File: config.mk
export PLATFORM = sky130hd
export DESIGN_NAME = ddr2_rfsh_sched
export DESIGN_NICKNAME = d
export VERILOG_FILES = /design/src/rtl/ddr2_rfsh_pkg.sv /design/src/rtl/rfsh_interval.sv /design/src/rtl/rfsh_quiet.sv /design/src/rtl/rfsh_cke_seq.sv /design/src/rtl/ddr2_rfsh_sched.sv
export SDC_FILE = /design/constraint.sdc
export NUM_CORES = 1
export LEC_CHECK = 0
export BUFFER_PORTS_ARGS = -buffer_cell sky130_fd_sc_hd__buf_2
export CAP_MARGIN = 25
export CORE_MARGIN = 2
export CORE_UTILIZATION = 35
export CTS_CLUSTER_DIAMETER = 60
export DETAILED_ROUTE_END_ITERATION = 7
export GPL_ROUTABILITY_DRIVEN = 1
export GPL_TIMING_DRIVEN = 0
export PLACE_DENSITY = 0.63
export SYNTH_ARGS = -nofsm -noshare
export SYNTH_HDL_FRONTEND = slang
export SYNTH_SLANG_ARGS = --single-unit
export TNS_END_PERCENT = 10
File: constraint.sdc
create_clock -name clk -period 6.8 [get_ports clk]
set_clock_uncertainty 0.05 [all_clocks]
set_input_delay 1.36 -clock clk [delete_from_list [all_inputs] [get_ports clk]]
set_output_delay 1.36 -clock clk [all_outputs]
set_load 0.02 [all_outputs]
File: src/rtl/ddr2_rfsh_pkg.sv
package ddr2_rfsh_pkg;

    typedef enum logic {
        PH_RUN  = 1'b0,
        PH_SELF = 1'b1
    } phase_t;

    typedef struct packed {
        logic accept;   // slot taken this edge
        logic enter;    // slot used for self-refresh entry
        logic take;     // slot used for a plain refresh
        logic wake;     // self-refresh exit this edge
    } rf_evt_t;

    function automatic int unsigned bits_for(input int unsigned v);
        return (v < 2) ? 1 : $clog2(v + 1);
    endfunction

    function automatic int unsigned max3(input int unsigned a, input int unsigned b,
                                         input int unsigned c);
        int unsigned m;
        m = (a > b) ? a : b;
        return (m > c) ? m : c;
    endfunction

endpackage

File: src/rtl/rfsh_interval.sv
module rfsh_interval
    import ddr2_rfsh_pkg::*;
#(
    parameter int unsigned REFI_CYC = 2600,
    parameter int unsigned DEBT_MAX = 8,
    localparam int unsigned CW = bits_for(REFI_CYC - 1),
    localparam int unsigned DW = bits_for(DEBT_MAX)
) (
    input  logic          clk,
    input  logic          rst,
    input  logic          run,
    input  logic          clr,
    input  logic          take,
    output logic [DW-1:0] debt
);
    logic [CW-1:0] cnt;
    logic          tick;

    assign tick = run && (cnt == CW'(REFI_CYC - 1));

    always_ff @(posedge clk) begin
        if (rst || clr) begin
            cnt  <= '0;
            debt <= '0;
        end else begin
            if (run) cnt <= tick ? '0 : cnt + 1'b1;
            unique case ({tick, take})
                2'b10:   if (debt != DW'(DEBT_MAX)) debt <= debt + 1'b1;
                2'b01:   if (debt != '0) debt <= debt - 1'b1;
                default: debt <= debt;
            endcase
        end
    end


    debt_cap_chk: assert property (@(posedge clk) disable iff (rst)
        debt <= DW'(DEBT_MAX));


    pause_hold_chk: assert property (@(posedge clk) disable iff (rst)
        (!run && !clr) |=> $stable(debt));

endmodule

File: src/rtl/rfsh_quiet.sv
module rfsh_quiet #(
    parameter int unsigned QW = 8
) (
    input  logic          clk,
    input  logic          rst,
    input  logic          load,
    input  logic [QW-1:0] val,
    output logic          idle
);
    logic [QW-1:0] left;

    always_ff @(posedge clk) begin
        if (rst)              left <= '0;
        else if (load)        left <= val;
        else if (left != '0)  left <= left - 1'b1;
    end

    assign idle = (left == '0);


    quiet_load_chk: assert property (@(posedge clk) disable iff (rst)
        (load && val != '0) |=> !idle);

endmodule

File: src/rtl/rfsh_cke_seq.sv
module rfsh_cke_seq
    import ddr2_rfsh_pkg::*;
#(
    parameter int unsigned CKE_MIN = 3,
    localparam int unsigned HW = bits_for(CKE_MIN)
) (
    input  logic clk,
    input  logic rst,
    input  logic enter,
    input  logic sr_req,
    output logic cke,
    output logic in_self,
    output logic hold_ok,
    output logic leave
);
    phase_t        ph;
    logic [HW-1:0] hold_cnt;

    assign hold_ok = (hold_cnt >= HW'(CKE_MIN));
    assign in_self = (ph == PH_SELF);
    assign leave   = in_self && !sr_req && hold_ok;

    always_ff @(posedge clk) begin
        if (rst) begin
            ph       <= PH_RUN;
            cke      <= 1'b1;
            hold_cnt <= HW'(CKE_MIN);
        end else if (enter && !in_self && hold_ok) begin
            ph       <= PH_SELF;
            cke      <= 1'b0;
            hold_cnt <= HW'(1);
        end else if (leave) begin
            ph       <= PH_RUN;
            cke      <= 1'b1;
            hold_cnt <= HW'(1);
        end else if (!hold_ok) begin
            hold_cnt <= hold_cnt + 1'b1;
        end
    end

    // independent run-length tracker for the hold check
    logic          chk_prev;
    logic [HW-1:0] chk_len;
    always_ff @(posedge clk) begin
        if (rst) begin
            chk_prev <= 1'b1;
            chk_len  <= HW'(CKE_MIN);
        end else begin
            chk_prev <= cke;
            if (cke != chk_prev)                 chk_len <= HW'(1);
            else if (chk_len < HW'(CKE_MIN))     chk_len <= chk_len + 1'b1;
        end
    end


    cke_hold_chk: assert property (@(posedge clk) disable iff (rst)
        (cke != chk_prev) |-> (chk_len >= HW'(CKE_MIN)));

endmodule

File: src/rtl/ddr2_rfsh_sched.sv
module ddr2_rfsh_sched
    import ddr2_rfsh_pkg::*;
#(
    parameter int unsigned REFI_CYC = 2600,
    parameter int unsigned RFC_CYC  = 35,
    parameter int unsigned XSNR_CYC = 39,
    parameter int unsigned XSRD_CYC = 200,
    parameter int unsigned CKE_MIN  = 3,
    parameter int unsigned DEBT_MAX = 8
) (
    input  logic clk,
    input  logic rst,
    input  logic ref_gnt,
    input  logic all_precharged,
    input  logic sr_req,
    output logic ref_req,
    output logic ref_urgent,
    output logic ref_cmd,
    output logic cke,
    output logic cmd_ok,
    output logic rd_ok
);
    localparam int unsigned DW = bits_for(DEBT_MAX);
    localparam int unsigned QW = bits_for(max3(RFC_CYC, XSNR_CYC, XSRD_CYC));

    logic [DW-1:0] debt;
    logic          in_self, hold_ok, leave, run, entry_ok;
    logic [1:0]    idle_v;
    rf_evt_t       evt;

    assign run      = !in_self;
    assign entry_ok = sr_req && hold_ok && run;
    assign cmd_ok   = run && idle_v[0];
    assign rd_ok    = run && idle_v[1];
    assign ref_req  = cmd_ok && ((debt != '0) || entry_ok);
    assign ref_urgent = run && (debt == DW'(DEBT_MAX));

    always_comb begin
        evt.accept = ref_req && ref_gnt && all_precharged;
        evt.enter  = evt.accept && entry_ok;
        evt.take   = evt.accept && !entry_ok;
        evt.wake   = leave;
    end

    always_ff @(posedge clk) begin
        if (rst) ref_cmd <= 1'b0;
        else     ref_cmd <= evt.accept;
    end

    rfsh_interval #(.REFI_CYC(REFI_CYC), .DEBT_MAX(DEBT_MAX)) u_interval (
        .clk(clk), .rst(rst), .run(run), .clr(evt.wake), .take(evt.take), .debt(debt)
    );

    rfsh_cke_seq #(.CKE_MIN(CKE_MIN)) u_cke (
        .clk(clk), .rst(rst), .enter(evt.enter), .sr_req(sr_req),
        .cke(cke), .in_self(in_self), .hold_ok(hold_ok), .leave(leave)
    );

    // lane 0 gates non-read commands, lane 1 gates reads
    for (genvar g = 0; g < 2; g++) begin : g_quiet
        localparam int unsigned WAKE_V = (g == 0) ? XSNR_CYC : XSRD_CYC;
        rfsh_quiet #(.QW(QW)) u_q (
            .clk(clk), .rst(rst),
            .load(evt.accept || evt.wake),
            .val(evt.wake ? QW'(WAKE_V) : QW'(RFC_CYC)),
            .idle(idle_v[g])
        );
    end


    strobe_blackout_chk: assert property (@(posedge clk) disable iff (rst)
        ref_cmd |-> (!cmd_ok && !rd_ok));


    strobe_cause_chk: assert property (@(posedge clk) disable iff (rst)
        ref_cmd |-> $past(ref_gnt && all_precharged));


    enter_together_chk: assert property (@(posedge clk) disable iff (rst)
        $fell(cke) |-> ref_cmd);


    wake_quiet_chk: assert property (@(posedge clk) disable iff (rst)
        $rose(cke) |-> (!cmd_ok && !rd_ok));


    urgent_req_chk: assert property (@(posedge clk) disable iff (rst)
        (ref_urgent && cmd_ok) |-> ref_req);


    self_quiet_chk: assert property (@(posedge clk) disable iff (rst)
        !cke |-> (!ref_req && !ref_urgent && !cmd_ok && !rd_ok));

endmodule

==> flow_summary.toml <==
[worst_setup_path]
cp-start-kind = "input port"
slowest_delay_ps = 200
crit_type = "input port to primary output"
reg2reg_from = "g_quiet[0].u_q.left[2]"
slowest_stage = "buf_2"
arrival_ps = 2190
cp_max_fo = 9
crit_chain = "buf_2 > nand2_1 > and2_1 > nor3_1 > buf_2"
cp_common_cell = "buf_2"
startpoint = "sr_req"
cp.buffers_inverters = 2
crit_required_ps = 5390
cp-end-kind = "primary output"
cpLargestDelayFamily = "simple AND/OR/NAND/NOR gates"

[cts]
cts.path.max_buffers = 2
ctsHoldBuffers = 0
clock-root-buffer = "clkbuf_8"
cts_buffers = 5
cts_resized = 0
cts_max_level = 2
insertion_delay_ps = 290
clkTransAtPathRegs_ps = 80
clock-sinks = 37
tritoncts = "done"
post_cts_buffers = 0

[routing]
viasPerCell = 5.23
vias = 1673
drt_iter0_markers = 95
wire_per_inst_um = 12.5
drc = 0
postRouteAntennaNets = 0
drt-pass1-iter-count = 5
drt_wl_total_um = 4000

[global_route]
grt.total_usage_pct = 13.8
grt_pass1_vias = 1519
grt_start_max_net_pins = 12
grt_pass1_wl_um = 6820
antenna_found_initial = 0
grt-ovfl-total = 0

[pwr]
ir_worst_vdd_uv = 196
power.density_mw_per_mm2 = 368
cellLeakagePower_nw = 0.824

[flow_run]
max_cap_violations = 0

[yosys]
avgSynthCellArea_um2 = 8.41
syn-num-nets = 242
synth-simple-area-share_pct = 32.5
syn_inst = 231
syn-cell-area_mm2 = 0.00194
ys_types = 45
synth_top_family_by_area = "simple AND/OR/NAND/NOR gates"
yosysSeqAreaShare_pct = 38.1
synth_compound_area_share_pct = 12.4
synth-main-ff-cell = "dfxtp_1"
synth-edff-count = 0
synth-xor-area-share_pct = 9.02
synthTopCellsByCount = "dfxtp_1 (37), nor2_1 (31), a21oi_1 (22)"
synth_warnings = 0
synth.most_common_cell = "dfxtp_1"
ys_top_cells_by_area = "dfxtp_1 (38%), nor2_1 (6.0%), a21oi_1 (5.7%), xnor2_1 (5.0%), xor2_1 (4.1%)"
synthAdderAreaFrac_pct = 3.87
async_reset_ff_share_pct = 0
synth_mux_area_share_pct = 0.515
ys_ff_latch = 37
yosys.area.top_type_share_pct = 38.1
synth_top_area_cell = "dfxtp_1"

[timing]
finalSetupTns_ps = 0
max-slew-margin-rel_pct = 60.6
slew_violations = 0
hold_violations = 0
setup_viol = 0
worst_pin_slew_ps = 586
rsz0062_at_grt = "false"
period_needed_ps = 3600
fmax_mhz = 277
hold_slack_ps = 421
fin_crit_sh_pct = 53.0

[die]
die_y_um = 78.5
core-area_mm2 = 0.00544
start_util_pct = 35.7
fp-row-count = 27
io_pins = 11
die-width_um = 78.5
die-area_mm2 = 0.00616

[layout]
final_nets = 258
post-route-util_pct = 39.7
finalNonFillerCells = 320
drive_gt1_share_pct = 10.1
syn2layout_area_growth_pct = 11.2
antennaDiodeCount = 0

[placed_design]
gp_congestion = 0.794
numPortBuffers = 9
hpwlAfterDp_um = 2840
dp.cells = 312

[run_status]
status = "completed"

[worst_hold_path]
hp-start = "u_cke.cke"
hold_path.class = "register to register"
[through the flow]
stage          total power, mW  cell area [um2]  setup slack [ps]
6_report                 0.794             2160              3200
3_5_place_dp             0.645             2080              3220
3_3_place_gp             0.637             2080              3220
4_1_cts                  0.800             2160              3210
5_1_grt                  0.860             2160              3150
2_1_floorplan            0.582             1940              3160
[path summary, 6_finish.rpt]
path | endpoint | slack [ps] | depth (start not counted)
hold / removal | u_cke.cke | 420 | 2
hold reg to reg | u_cke.cke | 420 | 2
setup reg to reg | u_interval.debt[2] | 4030 | 9
setup / recovery | ref_req | 3200 | 5
[power breakdown]
group / total (mW) / switching (mW) / internal, mW
Sequential: 0.304 / 0.0409 / 0.263
Combinational: 0.340 / 0.186 / 0.154
Clock: 0.151 / 0.0802 / 0.0711
Total: 0.794 / 0.307 / 0.488
[registers in the layout, summed over array words and instances, names as in the netlist]
| register | cells |
|---|---|
| u_cke.in_self | 1 |
| u_interval.debt | 4 |
| u_cke.hold_cnt | 2 |
| u_interval.cnt | 12 |
| ref_cmd | 1 |
| u_cke.cke | 1 |
| g_quiet.u_q.left | 16 |
[final cells by class]
type                       instances  area [um2]
sequential                        37         741
clock inverter                     2        10.0
multi-input combinational        178        1130
timing repair buffer               9        45.0
inverter                           7        26.3
buffer                             9        42.5
clock buffer                       6        72.6
fill                             556        3280
tap                               72        90.1
[worst reg2reg max path: stages, from the launching register on]
cell and delay (ps):
dfxtp_1 360, or4_4 590, nor4_4 490, nand3_1 230
xnor2_1 210, ha_1 190, nand2_1 50, a211o_1 240
a21o_1 180, a21oi_1 120
[routing by layer]
layer | vias up | track usage [%] | part of all wire, %
li1 | 848 | - | -
met1 | 780 | 18.2 | 49
met2 | 38 | 21.5 | 44
met3 | 7 | 3.56 | 4.6
met4 | 0 | 5.79 | 1.8
met5 | - | 0 | 0
[cell usage in the layout (no fill, tap or decap), types with 3 or more instances in the layout]
cell type / count
buf_2: 10
nor2_1: 31
nor3_1: 10
xor2_1: 9
clkbuf_1: 8
nand3_1: 6
nand2b_1: 5
nand2_1: 19
dfxtp_1: 37
nand3b_1: 4
inv_1: 7
nand4b_1: 5
clkbuf_8: 5
and3_1: 3
xnor2_1: 11
o21ai_0: 7
a21oi_1: 22
nor2b_1: 3
ha_1: 6
nor4_1: 4
[cell families (layout without fill, tap and decap cells)]
group                      Yosys count  in the layout
adders and majority gates            6              6
and+or+nand+nor                    111            111
AOI/OAI and AO/OA                   40             40
DFF                                 37             37
muxes                                1              1
xor gates and xnor gates            20             20
buffers and inverters               16             33
Power figures use the tool's default switching activity.
